`src/rtl/nand_ecc_pkg.sv`:
```
package nand_ecc_pkg;
  localparam int HALF_AW = 8;             // byte address bits per half
  localparam int LP_W    = 2 * HALF_AW;   // line parity bits per half
  localparam int BYTE_W  = 8;
  localparam int WORD_W  = 2 * BYTE_W;
  localparam int HALVES  = 2;

  localparam logic [BYTE_W-1:0] MODE_CLEAR  = 8'hF4;
  localparam logic [BYTE_W-1:0] MODE_CALC   = 8'hB4;
  localparam logic [BYTE_W-1:0] MODE_RESULT = 8'hD4;
  localparam logic [BYTE_W-1:0] MODE_DATA   = 8'h94;

  // toggle one line parity bit per address bit, chosen by that bit's value
  function automatic logic [LP_W-1:0] lp_fold(input logic [LP_W-1:0] lp,
                                              input logic [HALF_AW-1:0] addr,
                                              input logic par);
    logic [LP_W-1:0] r;
    r = lp;
    for (int i = 0; i < HALF_AW; i++) begin
      if (addr[i]) r[2*i+1] = r[2*i+1] ^ par;
      else         r[2*i]   = r[2*i]   ^ par;
    end
    return r;
  endfunction

  // column parity byte from the XOR of all bytes of a half
  function automatic logic [BYTE_W-1:0] cp_byte(input logic [BYTE_W-1:0] cx);
    return {^(cx & 8'hF0), ^(cx & 8'h0F), ^(cx & 8'hCC),
            ^(cx & 8'h33), ^(cx & 8'hAA), ^(cx & 8'h55), 2'b11};
  endfunction
endpackage

```
`src/rtl/ecc_mode_ctl.sv`:
```
module ecc_mode_ctl
  import nand_ecc_pkg::*;
(
  input  logic              clk,
  input  logic              rst_n,
  input  logic              mode_wr,
  input  logic [BYTE_W-1:0] mode_val,
  output logic              armed,
  output logic              readout,
  output logic              clr_evt,
  output logic              enter_evt
);
  assign clr_evt   = mode_wr && (mode_val == MODE_CLEAR);
  assign enter_evt = mode_wr && (mode_val == MODE_RESULT);

  always_ff @(posedge clk) begin
    if (!rst_n) begin
      armed   <= 1'b0;
      readout <= 1'b0;
    end else if (mode_wr) begin
      armed   <= (mode_val == MODE_CALC);
      readout <= (mode_val == MODE_RESULT);
    end
  end
endmodule

```
`src/rtl/ecc_byte_seq.sv`:
```
module ecc_byte_seq
  import nand_ecc_pkg::*;
(
  input  logic               clk,
  input  logic               rst_n,
  input  logic               clr,
  input  logic               fold_req,
  output logic [HALF_AW-1:0] addr,
  output logic               half,
  output logic               full,
  output logic               fold_evt,
  output logic               wrap_evt
);
  assign fold_evt = fold_req && !full;
  assign wrap_evt = fold_evt && (&addr);

  always_ff @(posedge clk) begin
    if (!rst_n || clr) begin
      addr <= '0;
      half <= 1'b0;
      full <= 1'b0;
    end else if (fold_evt) begin
      addr <= addr + 1'b1;
      if (wrap_evt) begin
        if (half) full <= 1'b1;
        else      half <= 1'b1;
      end
    end
  end
endmodule

```
`src/rtl/ecc_half_acc.sv`:
```
module ecc_half_acc
  import nand_ecc_pkg::*;
(
  input  logic               clk,
  input  logic               rst_n,
  input  logic               clr,
  input  logic               en,
  input  logic [HALF_AW-1:0] addr,
  input  logic [BYTE_W-1:0]  data,
  output logic [LP_W-1:0]    lp,
  output logic [BYTE_W-1:0]  cx
);
  always_ff @(posedge clk) begin
    if (!rst_n || clr) begin
      lp <= '0;
      cx <= '0;
    end else if (en) begin
      lp <= lp_fold(lp, addr, ^data);
      cx <= cx ^ data;
    end
  end
endmodule

```
`src/rtl/ecc_readout.sv`:
```
module ecc_readout
  import nand_ecc_pkg::*;
(
  input  logic              clk,
  input  logic              rst_n,
  input  logic              enter,
  input  logic              active,
  input  logic              port_rd,
  input  logic [LP_W-1:0]   lp0,
  input  logic [BYTE_W-1:0] cx0,
  input  logic [LP_W-1:0]   lp1,
  input  logic [BYTE_W-1:0] cx1,
  output logic [1:0]        idx,
  output logic [WORD_W-1:0] word
);
  logic [BYTE_W-1:0] cpb0, cpb1;
  assign cpb0 = cp_byte(cx0);
  assign cpb1 = cp_byte(cx1);

  always_ff @(posedge clk) begin
    if (!rst_n || enter)        idx <= 2'd0;
    else if (active && port_rd) idx <= (idx == 2'd2) ? 2'd0 : idx + 2'd1;
  end

  always_comb begin
    word = '0;
    if (active) begin
      case (idx)
        2'd0:    word = {lp0[7:0], lp0[15:8]};
        2'd1:    word = {lp1[7:0], cpb0};
        default: word = {cpb1, lp1[15:8]};
      endcase
    end
  end
endmodule

```
`src/rtl/nand_ecc_pair.sv`:
```
module nand_ecc_pair
  import nand_ecc_pkg::*;
(
  input  logic              clk,
  input  logic              rst_n,
  input  logic              mode_wr,
  input  logic [7:0]        mode_val,
  input  logic              byte_vld,
  input  logic [7:0]        byte_val,
  input  logic              port_rd,
  output logic [15:0]       rd_word,
  output logic              result_sel
);
  logic               armed, clr_evt, enter_evt;
  logic [HALF_AW-1:0] addr;
  logic               half, full, fold_evt, wrap_evt;
  logic [1:0]         rd_idx;
  logic [LP_W-1:0]    lp_h [HALVES];
  logic [BYTE_W-1:0]  cx_h [HALVES];

  ecc_mode_ctl mode_i (
    .clk(clk), .rst_n(rst_n), .mode_wr(mode_wr), .mode_val(mode_val),
    .armed(armed), .readout(result_sel), .clr_evt(clr_evt), .enter_evt(enter_evt)
  );

  ecc_byte_seq seq_i (
    .clk(clk), .rst_n(rst_n), .clr(clr_evt), .fold_req(armed && byte_vld),
    .addr(addr), .half(half), .full(full), .fold_evt(fold_evt), .wrap_evt(wrap_evt)
  );

  for (genvar h = 0; h < HALVES; h++) begin : g_half
    ecc_half_acc acc_i (
      .clk(clk), .rst_n(rst_n), .clr(clr_evt),
      .en(fold_evt && (half == 1'(h))),
      .addr(addr), .data(byte_val), .lp(lp_h[h]), .cx(cx_h[h])
    );
  end

  ecc_readout rd_i (
    .clk(clk), .rst_n(rst_n), .enter(enter_evt), .active(result_sel),
    .port_rd(port_rd), .lp0(lp_h[0]), .cx0(cx_h[0]), .lp1(lp_h[1]), .cx1(cx_h[1]),
    .idx(rd_idx), .word(rd_word)
  );
endmodule

```
`config.mk`:
```
export PLATFORM = sky130hd
export DESIGN_NAME = nand_ecc_pair
export DESIGN_NICKNAME = d
export VERILOG_FILES = /design/src/rtl/nand_ecc_pkg.sv /design/src/rtl/ecc_mode_ctl.sv /design/src/rtl/ecc_byte_seq.sv /design/src/rtl/ecc_half_acc.sv /design/src/rtl/ecc_readout.sv /design/src/rtl/nand_ecc_pair.sv
export SDC_FILE = /design/constraint.sdc
export NUM_CORES = 1
export LEC_CHECK = 0
export BUFFER_PORTS_ARGS = -buffer_cell sky130_fd_sc_hd__buf_2
export CORE_ASPECT_RATIO = 0.5
export CORE_MARGIN = 4
export CORE_UTILIZATION = 63
export CTS_BUF_LIST = sky130_fd_sc_hd__clkbuf_16
export CTS_CLUSTER_DIAMETER = 200
export DETAILED_ROUTE_END_ITERATION = 7
export PLACE_DENSITY_LB_ADDON = 0.25
export SETUP_SLACK_MARGIN = 0.4
export SLEW_MARGIN = 10
export SYNTH_ARGS = -nofsm -noshare
export SYNTH_HDL_FRONTEND = slang
export SYNTH_HIERARCHICAL = 1
export SYNTH_SLANG_ARGS = --single-unit
```
`constraint.sdc`:
```
create_clock -name clk -period 4.3 [get_ports clk]
set_clock_uncertainty 0.05 [all_clocks]
set_input_delay 0.43 -clock clk [delete_from_list [all_inputs] [get_ports clk]]
set_output_delay 0.43 -clock clk [all_outputs]
set_load 0.05 [all_outputs]
```
# Yosys cells after proc, flatten, opt, wreduce, memory -nomap -nowiden
# Cells that the tools add are included.
word_totals:
  regBits: 62
  in_bits: 21
  wordCells: 154
classes:
  add_sub_neg: 2
  eq_ne: 5
  muxes: 3
  bitwise_logic: 43
  n_reduce_logical: 61
op_table:
  columns: ["cell", "n"]
  rows:
  - ["parity 8 bit", 13]
  - ["AND reduction 2 bit", 33]
  - ["one-hot mux 16 bit (2 select lines)", 1]
  - ["XOR 1 bit", 32]
  - ["== test 8 bit (second input constant)", 3]
  - ["2-to-1 mux 16 bit", 1]
  - ["XOR 8 bit", 2]
  - ["NOT 1 bit", 9]
  - ["adder 8 x 1 -> 8 bit (second input constant)", 1]
  - ["logical AND 1 bit", 8]
  - ["AND reduction 8 bit", 1]
  - ["AND reduction 3 bit", 1]
  - ["adder 2 x 1 -> 2 bit (second input constant)", 1]
  - ["== test 2 x 1 -> 1 bit (second input constant)", 1]
  - ["== test 2 bit (second input constant)", 1]
  - ["logical NOT 1 bit", 2]
  - ["logical NOT 2 bit", 1]
  - ["logical OR 1 bit", 2]
  - ["2-to-1 mux 2 bit", 1]

# Longest topological paths before layout
# Gate-level depths: netlist (run 1).
logic_depth:
  ltp_word: 4
  depth_mapped: 9
  depth_no_buf: 7

# Modules after synthesis
# Netlist (run 1), hierarchy kept.
modules_own_cells:
  columns: ["mod", "n_inst", "cells_each", "area_each_um2", "seq_area_each_um2"]
  rows:
  - ["ecc_half_acc", 2, 123, 1088.5, 480.5]
  - ["ecc_readout", 1, 84, 739.5, 40.0]
  - ["ecc_byte_seq", 1, 50, 461.7, 200.2]
  - ["ecc_mode_ctl", 1, 15, 133.9, 40.0]
  - ["nand_ecc_pair", 1, 3, 22.5, 0.0]

# Worst setup path before layout (run 1)
# Ideal clock, no wire load.
synth_path:
  path_type: "register to output"
  start: "reg mode_i.readout"
  end: "out rd_word[10]"
  arrival_time_ns: 1.893
  required_time_ns: 3.820
  path_slack_ns: 1.927
  stages_incl_launch_ff: 5
  n_path_buf: 2
  path_cell_list: "dfxtp_1 > buf_6 > buf_2 > o21ai_1 > a21oi_1"
synth_between:
  elab_chain_cells: 1
synth_lines:
  columns: ["element", "line_no", "rtl"]
  rows:
  - ["start, declared", "ecc_mode_ctl.sv:9", "output logic readout,"]
  - ["start signal, assigned", "ecc_mode_ctl.sv:22", "readout <= (mode_val == MODE_RESULT);"]
  - ["2-to-1 mux 16 bit", "ecc_readout.sv:27", "if (active) begin"]
  - ["end, declared", "nand_ecc_pair.sv:11", "output logic [15:0] rd_word,"]
# Every way passes these cells.

# Worst setup path in the final report (run 1)
layout_path:
  start: "reg rd_i.idx[1]"
  end: "out rd_word[2]"
layout_between:
  elab_chain_cells: 3
layout_lines:
  columns: ["element", "line_no", "rtl"]
  rows:
  - ["start, declared", "ecc_readout.sv:13", "output logic [1:0] idx,"]
  - ["start signal, assigned", "ecc_readout.sv:22", "else if (active && port_rd) idx <= (idx == 2'd2) ? 2'd0 : idx + 2'd1;"]
  - ["== test 2 x 1 -> 1 bit / logical NOT 2 bit (equally long branches)", "ecc_readout.sv:28", "case (idx)"]
  - ["one-hot mux 16 bit (2 select lines) (*)", "ecc_readout.sv:28", null]
  - ["2-to-1 mux 16 bit (*)", "ecc_readout.sv:27", null]
# Mark *: on every way between the ends. The rest lies on a longest branch, timed or not.

==> results.toml, run 1 <==
[synthesis]
yosys_warnings = 6
syn_area_per_cell_um2 = 8.88
synth_area_leaders = "dfxtp_1 (35%), xnor2_1 (9.2%), xor2_1 (5.2%), o311ai_0 (4.2%), o41ai_1 (4.2%)"
yosysTopAreaCell = "dfxtp_1"
syn_nets = 420
netlist-cell-type-count = 45
syn_inst = 398
synth_seq_cells = 62
netlist.area_leader.share_pct = 35.1
syn-cell-area_mm2 = 0.00353
ys_seq_area_share_pct = 35.1

[setup_path]
cp.required_ns = 3.82
cp-start-kind = "register"
worstPathArrival_ns = 2.15
cp_max_fo = 22
worstSetupPathType = "register to primary output"
crit_path_end_kind = "primary output"

[detailed_routing]
drt_wl_total_um = 8640
avgViaCountPerCell = 6.27
wire_per_inst_um = 17.4
drt_iter0_markers = 277
drc = 0
drtAntennaViolNets = 0
first_pass_iters = 5
num_vias = 3118

[clock_network]
hold_buffers = 0
path_clk_slew_ns = 0.05
clkSinkCount = 62
h-tree-depth = 3
postCtsSetupBuffers = 0
clock_latency_ns = 0.33
clockBufferDepth = 2
cts_made_buffers = 9
cts_root_buf = "clkbuf_16"
cts_tree = "done"
cts_resized = 0

[grt]
grt_max_degree = 33
grt_pass1_vias = 3084
grt_pass1_wl_um = 14300
antenna_found_initial = 0
track_usage_pct = 26.5
overflow = 0

[layout]
nets = 444
insertedDiodeCount = 0
fin_area_mm2 = 0.00396
area_growth_pct = 11.9
drive_above_1_share_pct = 18.3

[timing]
finalWorstSetupSlack_ns = 1.67
rsz0062_at_grt = "no"
fmax_ghz = 0.381
finalSetupTns_ns = 0
max_slew_margin_pct = 36.0
final_max_slew_viol_count = 0
worst_pin_slew_ns = 0.958
fin_crit_ns = 2.63
hold_viol = 0
layout_worst_path_cycle_share_pct = 61.1
setup_violations = 0
hold_slack_ns = 0.264

[place]
place_worst_setup_slack_ns = 1.80
routabilityCongestion = 0.796
numPortBuffers = 37
place_hpwl_um = 5850
dpl_cell_area_mm2 = 0.00368

[status]
status = "complete, no violations"

[die]
die_height_um = 61.0
pin_count = 38
die-area_mm2 = 0.00695
core_mm2 = 0.00516
die_w_um = 114
num_rows = 18
start_util_pct = 68.5

[power_and_ir_drop]
p_total_w = 0.00135
powerDensity_mw_per_mm2 = 340
peakVddDrop_mv = 0.324
p_leak_nw = 1.48

[worst_hold_path]
min_path_type = "primary input to register"

[flow_run]
drv_cap = 0
[power by group]
part | internal (W) | switching, W | total [W]
Clock | 0.000379 | 0.000251 | 0.000631
Combinational | 0.0000382 | 0.000102 | 0.000140
Sequential | 0.000575 | 0.000000284 | 0.000575
Total | 0.000993 | 0.000353 | 0.00135
[cell families after synthesis]
group           count (synthesis)  synth area share (%)
compound gates                107                  21.4
xor+xnor                       60                  15.3
fa+ha+maj                       1                 0.354
buf+inv                        31                  4.88
flops                          62                  35.1
mux                            10                  3.65
simple gates                  127                  19.3
[cells in the mapped netlist, drive strengths merged]
cell type and count:
nand3b 3, nand2 40, and2b 2, nor4 1, buf 11, a22o 1
ha 1, o31ai 2, o21a 3, nand2b 23, nor3 1, nand4 1
mux2i 2, o41ai 19, a32oi 6, or3 18, nand3 3, o311a 2
dfxtp 62, xor2 21, o21ai 30, nor2b 4, nor2 23, inv 7
nand4b 2, xnor2 39, a21oi 27, and2 4, clkbuf 13, or4 2
mux2 8, o311ai 17
[state kept, by name (all words and copies together), names as in the netlist]
register	flops
g_half.acc_i/cx	16
g_half.acc_i/lp	32
mode_i/armed	1
mode_i/readout	1
rd_i/idx	2
seq_i/addr	8
seq_i/full	1
seq_i/half	1
[layer usage]
metal,track usage [%],wire [um]
met1,30.9,3720
met2,46.1,4090
met3,7.27,706
met4,13.4,114
met5,0,0
[layout by cell type, fill, tap and decap left out, types with 2 or more instances in the layout]
cell        n
o41ai_1    17
mux2_2      3
o21ai_0    18
inv_1       8
clkbuf_16   9
xnor2_2     2
o31ai_1     2
nand3b_1    3
nand3_1     3
or3_1      18
o311a_1     2
or4_1       2
nand2b_1   23
and2_1      3
o21ai_2     3
nand2_1    39
nor2b_1     4
buf_2      37
a32oi_1     6
clkinv_2    5
o21a_1      3
o41ai_2     2
xor2_1     21
xnor2_1    35
o311ai_0   17
mux2i_1     2
mux2_4      5
dfxtp_1    62
o21ai_1     9
a21oi_1    24
nor2_1     22
xnor2_4     2
a21oi_2     3
[path summary, 6_finish.rpt]
kind | slack [ns] | cells after the start | startpoint | endpoint
worst max-delay path | 1.67 | 4 | rd_i/idx[1]$_SDFFE_PP0P_ | rd_word[2]
worst min-delay path | 0.26 | 2 | mode_val[6] | mode_i/armed$_SDFFE_PN0P_
worst max register to register | 1.92 | 7 | mode_i/armed$_SDFFE_PN0P_ | g_half[1].acc_i/lp[8]$_SDFFE_PP0P_
worst min register to register | 0.44 | 2 | g_half[1].acc_i/lp[3]$_SDFFE_PP0P_ | g_half[1].acc_i/lp[3]$_SDFFE_PP0P_
[area by class of cell]
class / instances / area (um2)
timing repair buffer: 37 / 185
fill: 358 / 1200
clock buffer: 9 / 225
sequential: 62 / 1240
clock inverter: 7 / 32.5
multi-input combinational: 305 / 2160
inverter: 7 / 26.3
tap: 70 / 87.6
[critical path, stage by stage (launching register included)]
cell and delay [ns]:
dfxtp_1 0.92, and2_1 0.36, a32oi_1 0.12, o21ai_1 0.14, buf_2 0.28
[stage by stage]
step           instances  util [%]
3_5_place_dp         481      71.3
3_3_place_gp         481      71.3
6_report             497      76.7
5_1_grt              497      76.7
2_1_floorplan        398         -
4_1_cts              497      76.3
(Power assumes the default switching activity.)
==> run 2: changes to the inputs <==
--- a/config.mk
+++ b/config.mk
@@ -5,10 +5,11 @@
 export SDC_FILE = /design/constraint.sdc
 export NUM_CORES = 1
 export LEC_CHECK = 0
+export ABC_AREA = 1
 export BUFFER_PORTS_ARGS = -buffer_cell sky130_fd_sc_hd__buf_2
 export CORE_ASPECT_RATIO = 0.5
 export CORE_MARGIN = 4
-export CORE_UTILIZATION = 63
+export CORE_UTILIZATION = 60
 export CTS_BUF_LIST = sky130_fd_sc_hd__clkbuf_16
 export CTS_CLUSTER_DIAMETER = 200
 export DETAILED_ROUTE_END_ITERATION = 7
==> constraint.sdc (replaced) <==
create_clock -name clk -period 2.6 [get_ports clk]
set_clock_uncertainty 0.05 [all_clocks]
set_input_delay 0.26 -clock clk [delete_from_list [all_inputs] [get_ports clk]]
set_output_delay 0.26 -clock clk [all_outputs]
set_load 0.05 [all_outputs]
==> results.toml, run 2 <==
[timing]
rsz0062_at_grt = "no"
final_max_slew_viol_count = 0
fin_crit_ns = 2.04
finalSetupTns_ns = 0
hold_slack_ns = 0.182
setup_violations = 0
max_slew_margin_pct = 66.7
hold_viol = 0
layout_worst_path_cycle_share_pct = 78.5
worst_pin_slew_ns = 0.499
fmax_ghz = 0.490

[die]
core_mm2 = 0.00628
die_w_um = 124
num_rows = 20
die-area_mm2 = 0.00816
die_height_um = 65.9
pin_count = 38
start_util_pct = 64.1

[layout]
insertedDiodeCount = 0
regMostFlops = "g_half.acc_i/lp"
post-route-util_pct = 71.8
final_cell_mix = "nand2_1 (215), nor2_1 (106), inv_1 (77), nand3_1 (66), a21oi_1 (62)"
final_cell_count_no_fill = 798
ff_latch_area_mm2 = 0.00124
nets = 727
mostFrequentLayoutCell = "nand2_1"
final.fill_count = 557
multiInputGateArea_mm2 = 0.00236
area_growth_pct = 12.0
largestRegisters = "g_half.acc_i/lp x32, g_half.acc_i/cx x16, seq_i/addr x8"
largest_reg_flops = 32
fin_area_mm2 = 0.00451
drive_above_1_share_pct = 11.7

[setup_path]
cp-start-kind = "register"
cp_max_fo = 15
worstPathArrival_ns = 1.73
crit_path_end_kind = "primary output"
cpPeakStageDelay_ns = 0.50
worstSetupPathType = "register to primary output"
slowest_stage = "dfxtp_2"
path_delay_family = "flip-flops"
path_cells = "inv_1 > nand2_4 > o21ai_0 > nor2_1 > nand2_1 > inv_1 > buf_2"
critPathBufInv = 3
cp.required_ns = 2.29
cpMostUsedCell = "inv_1"

[detailed_routing]
num_vias = 4232
first_pass_iters = 5
wire_per_inst_um = 12.3
drc = 0
drt_wl_total_um = 9790
avgViaCountPerCell = 5.30
drtAntennaViolNets = 0
drt_iter0_markers = 317

[clock_network]
path_clk_slew_ns = 0.05
cts_root_buf = "clkbuf_16"
h-tree-depth = 3
cts_made_buffers = 9
clock_latency_ns = 0.33
clkSinkCount = 62
cts_tree = "done"
postCtsSetupBuffers = 0
clockBufferDepth = 2

[synthesis]
yosys_warnings = 6
syn_nets = 694
syn_inst = 672
syn_area_per_cell_um2 = 5.99
syn-cell-area_mm2 = 0.00403

[place]
routabilityCongestion = 0.821
dp_cells = 782
place_hpwl_um = 6790
numPortBuffers = 37
dpl_cell_area_mm2 = 0.00422

[grt]
antenna_found_initial = 0
grt_pass1_vias = 3789
track_usage_pct = 25.9
overflow = 0
grt_pass1_wl_um = 16700
grt_max_degree = 33

[flow_run]
drv_cap = 0

[power_and_ir_drop]
peakVddDrop_mv = 0.350
powerDensity_mw_per_mm2 = 508
p_leak_nw = 2.27

[status]
status = "complete, no violations"

[worst_hold_path]
min_path_type = "primary input to register"
## run 2: worst min-delay path: stages
cell and delay (ns):
buf_2 0.13, inv_1 0.10, a21oi_2 0.03
## run 2: path summary, 6_finish.rpt
check | startpoint | endpoint | slack (ns) | cells past startpoint
worst max register to register | mode_i/armed$_SDFFE_PN0P_ | g_half[0].acc_i/lp[12]$_SDFFE_PP0P_ | 0.70 | 12
worst min register to register | mode_i/armed$_SDFFE_PN0P_ | mode_i/armed$_SDFFE_PN0P_ | 0.45 | 2
worst min-delay path | rst_n | mode_i/readout$_SDFFE_PN0P_ | 0.18 | 3
worst max-delay path | rd_i/idx[1]$_SDFFE_PP0P_ | rd_word[12] | 0.56 | 7
## run 2: metal layers
layer	wire length (um)	vias up	GRT usage, %	part of all wire [%]
met1	4570	1929	32.0	47
met4	131	0	9.52	1.3
met5	0	-	0	0
met3	662	18	7.52	6.8
met2	4420	116	43.2	45
li1	-	2169	-	-
## run 2: per-stage QoR
step	power (W)	setup WS (ns)
6_report	0.00229	0.558
5_1_grt	0.00237	0.420
4_1_cts	0.00231	0.536
3_5_place_dp	0.00116	0.739
3_3_place_gp	0.00116	0.803
2_1_floorplan	0.00113	0.452
## run 2: repair_timing
| action | in CTS | in global routing |
|---|---|---|
| pin swaps | 0 | 0 |
| resized for setup | 1 | 2 |
| endpoints found under the setup margin | 6 | 1 |
| hold buffers | 0 | 0 |
## run 2: layout make-up
cell class                 instances  share of cell area (%)
clock inverter                     7                    1.28
sequential                        62                    27.6
clock buffer                       9                    4.99
tap                               88                    2.44
multi-input combinational        513                    52.3
timing repair buffer              41                    4.83
inverter                          78                    6.58
## run 2: power by group
group / switching (W) / total (W) / internal, W / leakage (nW)
sequential: 0.000000411 / 0.000952 / 0.000951 / 0.500
combinational: 0.000138 / 0.000193 / 0.0000550 / 1.62
clock: 0.000419 / 0.00114 / 0.000725 / 0.143
